$ cat config.mk
export PLATFORM = sky130hd
export DESIGN_NAME = sdx_xfer_engine
export DESIGN_NICKNAME = d
export VERILOG_FILES = /design/src/rtl/sdx_pkg.sv /design/src/rtl/sdx_step_counter.sv /design/src/rtl/sdx_rx_hold.sv /design/src/rtl/sdx_xfer_engine.sv
export SDC_FILE = /design/constraint.sdc
export NUM_CORES = 1
export LEC_CHECK = 0
export ABC_AREA = 1
export BUFFER_PORTS_ARGS = -buffer_cell sky130_fd_sc_hd__buf_2
export CORE_MARGIN = 3
export CORE_UTILIZATION = 55
export DETAILED_ROUTE_END_ITERATION = 8
export GPL_TIMING_DRIVEN = 0
export PLACE_DENSITY_LB_ADDON = 0.2
export SLEW_MARGIN = 10
export SYNTH_ARGS = -nofsm -noshare
export SYNTH_HDL_FRONTEND = slang
export SYNTH_SLANG_ARGS = --single-unit
$ cat constraint.sdc
create_clock -name clk -period 2.5 [get_ports clk]
set_input_delay 0.5 -clock clk [delete_from_list [all_inputs] [get_ports clk]]
set_output_delay 0.5 -clock clk [all_outputs]
set_load 0.01 [all_outputs]
$ cat src/rtl/sdx_pkg.sv
// Shared types and byte constants for the SPI-mode block data engine.
// Assumes card-side byte codes fixed by the card protocol in SPI mode.
package sdx_pkg;

    typedef enum logic [3:0] {
        ST_IDLE,
        ST_HUNT,    // read: polling for the start token
        ST_RDAT,    // read: data bytes
        ST_RCRC,    // read: two discarded checksum bytes
        ST_WTOK,    // write: sending start token
        ST_WDAT,    // write: data bytes
        ST_WCRC,    // write: two zero checksum bytes
        ST_WRSP,    // write: fetch data-response token
        ST_WBSY     // write: wait for busy release
    } sdx_state_t;

    localparam logic [7:0] BYTE_FILL  = 8'hFF;
    localparam logic [7:0] BYTE_START = 8'hFE;
    localparam logic [7:0] BYTE_ZERO  = 8'h00;
    localparam logic [3:0] NIB_ACCEPT = 4'h5;

endpackage

$ cat src/rtl/sdx_step_counter.sv
// Clearable up-counter that flags the step which reaches LIMIT.
// Assumes LIMIT >= 2 and that the owner clears it before each use.
module sdx_step_counter #(
    parameter int LIMIT = 512
) (
    input  logic clk,
    input  logic rst_n,
    input  logic clr,
    input  logic step,
    output logic last
);
    localparam int W = $clog2(LIMIT + 1);

    logic [W-1:0] cnt;

    // Count steps since the last clear.
    always_ff @(posedge clk) begin
        if (!rst_n)      cnt <= '0;
        else if (clr)    cnt <= '0;
        else if (step)   cnt <= cnt + 1'b1;
    end

    // A step taken while this is high is the LIMIT-th one.
    assign last = (cnt == W'(LIMIT - 1));
endmodule

$ cat src/rtl/sdx_rx_hold.sv
// One-byte holding register between the card side and the host read channel.
// Assumes push only arrives while empty; the engine guarantees this.
module sdx_rx_hold (
    input  logic       clk,
    input  logic       rst_n,
    input  logic       push,
    input  logic [7:0] push_data,
    input  logic       pop_ready,
    output logic       full,
    output logic [7:0] data
);
    // Capture an incoming byte; release it on host acceptance.
    always_ff @(posedge clk) begin
        if (!rst_n) begin
            full <= 1'b0;
            data <= 8'h00;
        end else if (push) begin
            full <= 1'b1;
            data <= push_data;
        end else if (full && pop_ready) begin
            full <= 1'b0;
        end
    end
endmodule

$ cat src/rtl/sdx_xfer_engine.sv
// Data-phase engine for one single-block card transfer in SPI mode.
// Requests one byte exchange at a time from an external shifter, hunts the
// read start token within HUNT_LIMIT polls, moves BLOCK_LEN bytes through
// host valid/ready channels, and on writes checks the response token and
// waits up to BUSY_LIMIT polls for busy release. Assumes the command phase
// has already completed and that xchg_done pulses once per request.
module sdx_xfer_engine
    import sdx_pkg::*;
#(
    parameter int BLOCK_LEN  = 512,
    parameter int HUNT_LIMIT = 20000,
    parameter int BUSY_LIMIT = 65535
) (
    input  logic       clk,
    input  logic       rst_n,
    input  logic       start,
    input  logic       dir_write,
    output logic       active,
    output logic       xchg_req,
    output logic [7:0] xchg_tx,
    input  logic       xchg_done,
    input  logic [7:0] xchg_rx,
    input  logic [7:0] wr_data,
    input  logic       wr_valid,
    output logic       wr_ready,
    output logic [7:0] rd_data,
    output logic       rd_valid,
    input  logic       rd_ready,
    output logic       done,
    output logic       timeout_flag,
    output logic       error_flag,
    output logic [7:0] resp_token
);
    sdx_state_t state;
    logic       pend;
    logic [7:0] tx_q;
    logic       crc_second;
    logic       done_q, to_q, er_q;
    logic [7:0] resp_q;

    logic       start_acc, can_issue, issue, got, rx_fill;
    logic [7:0] next_tx;
    logic       byte_last, hunt_last, busy_last;

    assign start_acc = start && (state == ST_IDLE);
    assign got       = pend && xchg_done;
    assign issue     = !pend && can_issue;
    assign rx_fill   = (xchg_rx == BYTE_FILL);

    // Decide whether the current phase may start an exchange now.
    always_comb begin
        case (state)
            ST_IDLE:          can_issue = 1'b0;
            ST_RDAT, ST_RCRC: can_issue = !rd_valid;
            ST_WDAT:          can_issue = wr_valid;
            default:          can_issue = 1'b1;
        endcase
    end

    // Select the byte to send for the current phase.
    always_comb begin
        case (state)
            ST_WTOK: next_tx = BYTE_START;
            ST_WDAT: next_tx = wr_data;
            ST_WCRC: next_tx = BYTE_ZERO;
            default: next_tx = BYTE_FILL;
        endcase
    end

    sdx_step_counter #(.LIMIT(BLOCK_LEN)) u_byte_cnt (
        .clk(clk), .rst_n(rst_n), .clr(start_acc),
        .step(got && (state == ST_RDAT || state == ST_WDAT)),
        .last(byte_last)
    );

    sdx_step_counter #(.LIMIT(HUNT_LIMIT)) u_hunt_cnt (
        .clk(clk), .rst_n(rst_n), .clr(start_acc),
        .step(got && (state == ST_HUNT) && rx_fill),
        .last(hunt_last)
    );

    sdx_step_counter #(.LIMIT(BUSY_LIMIT)) u_busy_cnt (
        .clk(clk), .rst_n(rst_n), .clr(start_acc),
        .step(got && (state == ST_WBSY) && !rx_fill),
        .last(busy_last)
    );

    sdx_rx_hold u_hold (
        .clk(clk), .rst_n(rst_n),
        .push(got && (state == ST_RDAT)),
        .push_data(xchg_rx),
        .pop_ready(rd_ready),
        .full(rd_valid),
        .data(rd_data)
    );

    // Phase sequencing, exchange issue and result flags.
    always_ff @(posedge clk) begin
        if (!rst_n) begin
            state      <= ST_IDLE;
            pend       <= 1'b0;
            tx_q       <= BYTE_FILL;
            crc_second <= 1'b0;
            done_q     <= 1'b0;
            to_q       <= 1'b0;
            er_q       <= 1'b0;
            resp_q     <= 8'h00;
        end else begin
            done_q <= 1'b0;
            if (start_acc) begin
                state      <= dir_write ? ST_WTOK : ST_HUNT;
                to_q       <= 1'b0;
                er_q       <= 1'b0;
                crc_second <= 1'b0;
            end else if (issue) begin
                pend <= 1'b1;
                tx_q <= next_tx;
            end else if (got) begin
                pend <= 1'b0;
                case (state)
                    ST_HUNT: begin
                        if (rx_fill) begin
                            if (hunt_last) begin
                                state <= ST_IDLE; done_q <= 1'b1;
                                to_q  <= 1'b1;    tx_q   <= BYTE_FILL;
                            end
                        end else if (xchg_rx == BYTE_START) begin
                            state <= ST_RDAT;
                        end else begin
                            state <= ST_IDLE; done_q <= 1'b1;
                            er_q  <= 1'b1;    tx_q   <= BYTE_FILL;
                        end
                    end
                    ST_RDAT: if (byte_last) state <= ST_RCRC;
                    ST_RCRC: begin
                        if (crc_second) begin
                            state <= ST_IDLE; done_q <= 1'b1; tx_q <= BYTE_FILL;
                        end else begin
                            crc_second <= 1'b1;
                        end
                    end
                    ST_WTOK: state <= ST_WDAT;
                    ST_WDAT: if (byte_last) state <= ST_WCRC;
                    ST_WCRC: begin
                        if (crc_second) state <= ST_WRSP;
                        else            crc_second <= 1'b1;
                    end
                    ST_WRSP: begin
                        resp_q <= xchg_rx;
                        if (xchg_rx[3:0] == NIB_ACCEPT) begin
                            state <= ST_WBSY;
                        end else begin
                            state <= ST_IDLE; done_q <= 1'b1;
                            er_q  <= 1'b1;    tx_q   <= BYTE_FILL;
                        end
                    end
                    ST_WBSY: begin
                        if (rx_fill) begin
                            state <= ST_IDLE; done_q <= 1'b1; tx_q <= BYTE_FILL;
                        end else if (busy_last) begin
                            state <= ST_IDLE; done_q <= 1'b1;
                            to_q  <= 1'b1;    tx_q   <= BYTE_FILL;
                        end
                    end
                    default: state <= ST_IDLE;
                endcase
            end
        end
    end

    assign active       = (state != ST_IDLE);
    assign xchg_req     = pend;
    assign xchg_tx      = tx_q;
    assign wr_ready     = (state == ST_WDAT) && !pend;
    assign done         = done_q;
    assign timeout_flag = to_q;
    assign error_flag   = er_q;
    assign resp_token   = resp_q;
endmodule

# ---- Word-level counts from Yosys, hierarchy flattened
# Index checks and enable logic that the tools add are counted.
dict set report totals {
  regBits 75
  input_bits 23
  out_inout_bits 31
  elab_cells 135
}
dict set report op_classes {
  addsub 3
  eq_ne 33
  n_mux 48
  bitwise_logic 4
  reduce_logical 34
}
# op count
set op_table {}
lappend op_table {{$mux W8} 9}
lappend op_table {{$mux W4} 12}
lappend op_table {{$pmux W4 S8} 1}
lappend op_table {{$pmux W8 S4} 1}
lappend op_table {{$pmux W8 S3} 1}
lappend op_table {{$eq A4 B3 Y1 const B} 5}
lappend op_table {{$ne A4 B4 Y1 const B} 5}
lappend op_table {{$mux W1} 18}
lappend op_table {{$ne A3 B3 Y1 const B} 6}
lappend op_table {{$add A16 B1 Y16 const B} 1}
lappend op_table {{$eq A16 B16 Y1 const B} 1}
lappend op_table {{$eq A8 B8 Y1 const B} 2}
lappend op_table {{$ne A2 B2 Y1 const B} 8}
lappend op_table {{$reduce_and A8 Y1} 2}
lappend op_table {{$add A15 B1 Y15 const B} 1}
lappend op_table {{$eq A15 B15 Y1 const B} 1}
lappend op_table {{$logic_and A1 B1 Y1} 11}
lappend op_table {{$add A10 B1 Y10 const B} 1}
lappend op_table {{$eq A10 B9 Y1 const B} 1}
lappend op_table {{$reduce_bool A2 Y1} 5}
lappend op_table {{$eq A4 B2 Y1 const B} 2}
lappend op_table {{$reduce_and A7 Y1} 1}
lappend op_table {{$reduce_and A6 Y1} 1}
lappend op_table {{$reduce_or A2 Y1} 3}
lappend op_table {{17 further kinds} 23}

# ---- Logic depth before layout (Yosys ltp)
dict set report logic_depth {
  word_depth 7
  ltp_mapped 12
}

# ---- Hierarchy
# A second synthesis with hierarchy kept.
dict set report unflattened {
  hier_cells 570
  hier_area_um2 3941.3
}
# mod instances cells_per_inst area_each_um2 seq_area_each_um2
set by_module_without_submodules {}
lappend by_module_without_submodules {sdx_xfer_engine 1 221 1455.1 500.5}
lappend by_module_without_submodules {{sdx_step_counter (u_busy_cnt)} 1 126 848.3 320.3}
lappend by_module_without_submodules {{sdx_step_counter (u_hunt_cnt)} 1 114 830.8 300.3}
lappend by_module_without_submodules {{sdx_step_counter (u_byte_cnt)} 1 71 503.0 200.2}
lappend by_module_without_submodules {sdx_rx_hold 1 38 304.0 180.2}

# ---- Least setup slack after synthesis
# Ideal clock, no wire load.
dict set report synth_path {
  path_type {input to register}
  from {in xchg_done}
  to {reg tx_q[0], in the netlist xchg_tx[0]}
  setup_time_ns 0.134
  arrival_ns 1.463
  setup_slack_ns 0.904
  cell_stages 10
  n_path_buf 0
  path_cell_list {nand2_1 -> clkinv_1 -> nand2_1 -> inv_1 -> nand3_2 -> nor2_4 -> nand2_4 -> nand2_4 -> nand2_1 -> nand3_1}
}
dict set report synth_between {
  elab_chain_len 3
}
# element line_no
set synth_lines {}
lappend synth_lines {{from (decl)} sdx_xfer_engine.sv:21} ;# input logic xchg_done,
lappend synth_lines {{$logic_and A1 B1 Y1} sdx_xfer_engine.sv:46} ;# assign got = pend && xchg_done;
lappend synth_lines {{$reduce_bool A2 Y1 (no line)} -}
lappend synth_lines {{$reduce_and A8 Y1 (no line)} -}
lappend synth_lines {{to (signal assigned)} sdx_xfer_engine.sv:117} ;# tx_q <= next_tx;
lappend synth_lines {{to (decl)} sdx_xfer_engine.sv:36} ;# logic [7:0] tx_q;
# No other way between the ends.
# A chain may end at the register's enable or synchronous reset.

# ---- Worst setup path in the final report
dict set report layout_path {
  from {reg state[0]}
  to {out wr_ready}
}
dict set report layout_between {
  elab_chain_len 2
}
# element line_no
set layout_lines {}
lappend layout_lines {{from (decl)} sdx_xfer_engine.sv:34} ;# sdx_state_t state;
lappend layout_lines {{from (signal assigned)} sdx_xfer_engine.sv:111} ;# state <= dir_write ? ST_WTOK : ST_HUNT;
lappend layout_lines {{$eq A4 B3 Y1} sdx_xfer_engine.sv:174} ;# assign wr_ready = (state == ST_WDAT) && !pend;
lappend layout_lines {{$logic_and A1 B1 Y1} sdx_xfer_engine.sv:174}
lappend layout_lines {{to (decl)} sdx_xfer_engine.sv:25} ;# output logic wr_ready,
# No other way between the ends.

==> key figures <==
Clock tree
  • Post-CTS setup buffer count: 0
  • Root Buffer: clkbuf_8
  • Worst-Skew Late Latency: 350 ps
  • Clk buf depth: 2
  • Num CTS Buffers: 9
  • Worst-path clk slew: 80 ps
  • CTS tree: built
  • Hold Buf Count CTS: 0
  • Sink Count: 75
  • Post_cts resized: 0
  • CTS H-Tree Depth: 3

Worst setup path
  • Reg2Reg Setup Slack: 680 ps
  • Crit-path max cell delay: 450 ps
  • Delay-heaviest family, CP: flip-flops
  • Critical R2R Launch: xchg_req$_SDFFE_PN0P_
  • Crit path depth: 5
  • Crit Path Category: flip-flop to output pin
  • Crit path buf inv count: 2
  • Critical path endpoint category: output pin
  • Beginning of the critical path: state[0]$_SDFFE_PN0P_
  • Crit-path cells: inv_1 -> nor2_2 -> nand2_1 -> nor2_1 -> buf_2
  • Critical Path RT: 2000 ps
  • Critical Path Sink: wr_ready
  • Arrival @ worst endpoint: 1400 ps
  • Crit-path slowest cell: dfxtp_1
  • Worst r2r path cells: 10
  • CP startpoint kind: flip-flop
  • Critical path fanouts, max: 6
  • R2r endpoint: xchg_tx[6]$_SDFFE_PN1P_

Run
  • Max-cap viol count: 0

GRT
  • Pin count of the biggest net entering global routing: 14
  • First-pass GRT wire length: 15,440 um
  • Gr ovfl total: 0
  • GRT Total Usage: 22.49%
  • Vias in the first global route: 3,594
  • Antenna violations before repair: 0

Timing
  • Max Clk Rate: 0.5267 GHz
  • Final Hold Vio Count: 0
  • Period utilization: 75.95%
  • Hold WS: 386.5 ps
  • Slew margin rel.: 63.63%
  • Worst slew pin tran: 545.6 ps
  • Min cycle time layout: 1899 ps
  • Setup TNS: 0 ps
  • RSZ-0062 raised after global routing: no
  • Clock Skew: 10.75 ps
  • # setup viols final: 0
  • Final Slew Violations: 0

Detailed routing
  • First-pass DRT Iterations: 5
  • Initial drt markers: 195
  • Total Wirelength: 8873 um
  • WL per Instance: 12.04 um
  • Number of remaining DRC errors: 0
  • Post-route ant nets: 0
  • DR vias: 3,874
  • Routed vias/inst: 5.256

Power and ir drop
  • Pint: 2.130 mW
  • Combinational share of power: 24.4%
  • Psw: 1.009 mW
  • Pwr/cell area: 695.8 mW/mm2
  • Register share of total power: 41.4%
  • Switching part of the total: 32.14%
  • Max VDD drop: 0.3194 mV
  • Clk pwr share: 34.2%
  • P_leak: 1.766 nW
  • Pwr Total: 3.138 mW

Placement
  • Dpl hpwl: 6671 um
  • Port Buffers: 53
  • GP Congestion: 0.9252

Synth
  • Number of flops mapped to enable cells by yosys: 0
  • Post-synthesis cell count: 572
  • Mapped Area: 0.003889 mm2
  • Post-synthesis cell type count: 38
  • Top_reg_cell synth: dfxtp_1
  • Yosys warnings: 0
  • Seq/Total Area, Yosys: 38.61%
  • Syn_nets: 599
  • Fraction of registers with async set/reset: 0%
  • Syn avg cell area: 6.798 um2
  • Synth Register Bits: 75

Hold path
  • Worst hold path stage count: 4
  • Worst Hold Class: input port to flip-flop

Final layout
  • Share of layout cells above drive strength 1: 17.16%
  • Utilization after layout: 66.03%
  • Area growth syn-to-layout: 15.99%
  • Commonest cells after routing, fill and taps aside: nand2_1 (148), dfxtp_1 (75), nor2_1 (63)
  • Nets@finish: 663
  • Commonest non-fill, non-tap cell in the layout: nand2_1
  • N_diodes: 0

Floorplan
  • Die X-Extent: 90.09 um
  • Die area: 0.008115 mm2
  • Rows: 30
  • Height of the die: 90.09 um
  • Starting Density: 56.92%
  • Core area: 0.006832 mm2
  • Ports: 54

Run status
  • Outcome: complete, no violations
## worst min-delay path, stage by stage
cell and delay, ps:
buf_2 80, inv_1 30, nand2_1 40, a21oi_1 50
## flip-flops by register name (all words and copies together), names as in the netlist
| register | cells |
|---|---|
| xchg_req | 1 |
| xchg_tx | 8 |
| u_hold.data | 8 |
| u_hunt_cnt.cnt | 15 |
| state | 4 |
| timeout_flag | 1 |
| crc_second | 1 |
| u_byte_cnt.cnt | 10 |
| u_busy_cnt.cnt | 16 |
| error_flag | 1 |
| u_hold.full | 1 |
| done | 1 |
| resp_token | 8 |
## cell type report
cell class,count,area (um2)
inverters,61,234.0
clock inverters,5,85.08
multi-input cells,427,2112
repair buffers,53,265.3
flip-flops and latches,75,1501
clock buffers,11,151.4
fillers,664,2321
well taps,96,120.1
plain buffers,9,41.29
## through the flow
step | worst slack, ps | cell area [um2] | cells
after floorplan | 903.6 | 3889 | 572
after CTS | 589.5 | 4511 | 737
after detailed placement | 451.4 | 4274 | 721
final | 601.2 | 4511 | 737
after global routing | 426.2 | 4511 | 737
after global placement | 514.0 | 4274 | 721
## worst min-delay path by stage
stage / slack (ps) / startpoint / end
floorplan: 440 / u_busy_cnt.cnt[14]$_SDFFE_PP0P_ / u_busy_cnt.cnt[14]$_SDFFE_PP0P_
global placement: 440 / timeout_flag$_SDFFE_PP0P_ / timeout_flag$_SDFFE_PP0P_
global route: 400 / rd_ready / u_hold.full$_SDFFE_PN0P_
CTS: 380 / rd_ready / u_hold.full$_SDFFE_PN0P_
detailed placement: 450 / u_hold.data[1]$_SDFFE_PN0P_ / u_hold.data[1]$_SDFFE_PN0P_
finish: 390 / rd_ready / u_hold.full$_SDFFE_PN0P_
## synth_stat cells, types with 4 or more instances
library cell | instances | share of area, %
xnor2_1 | 4 | 0.90
clkbuf_1 | 4 | 0.39
nor3_1 | 14 | 1.8
inv_1 | 51 | 4.9
nor2_2 | 9 | 1.4
a21oi_1 | 54 | 6.9
nand3_1 | 56 | 7.2
nand2_2 | 5 | 0.80
xor2_1 | 8 | 1.8
o21ai_0 | 22 | 2.8
nand4_1 | 10 | 1.6
nand2_1 | 148 | 14
ha_1 | 4 | 1.3
nor2_4 | 6 | 1.7
dfxtp_1 | 75 | 39
inv_2 | 5 | 0.48
nor2_1 | 63 | 6.1
## per-layer routing
layer	vias up	track usage [%]	share of wire (%)
met4	0	10.08	2.1
met3	16	4.686	4.6
li1	1996	-	-
met2	87	37.03	47
met5	-	0	0
met1	1775	28.32	46
## cell families after synthesis
kind of cell	count (synthesis)	share of synthesized area (%)
simple gates	324	38.51
compound gates	87	11.81
flops	75	38.61
buf+inv	70	7.078
xor+xnor	12	2.703
fa+ha+maj	4	1.287
## power by group through the flow
stage          Sequential (mW)  Combinational (mW)  Clock, mW
3_5_place_dp              1.33               0.752          0
6_report                  1.30               0.767       1.07
2_1_floorplan             1.34               0.536          0
4_1_cts                   1.30               0.763       1.09
5_1_grt                   1.31               0.858       1.15
3_3_place_gp              1.33               0.734          0
(Power assumes the default switching activity.)
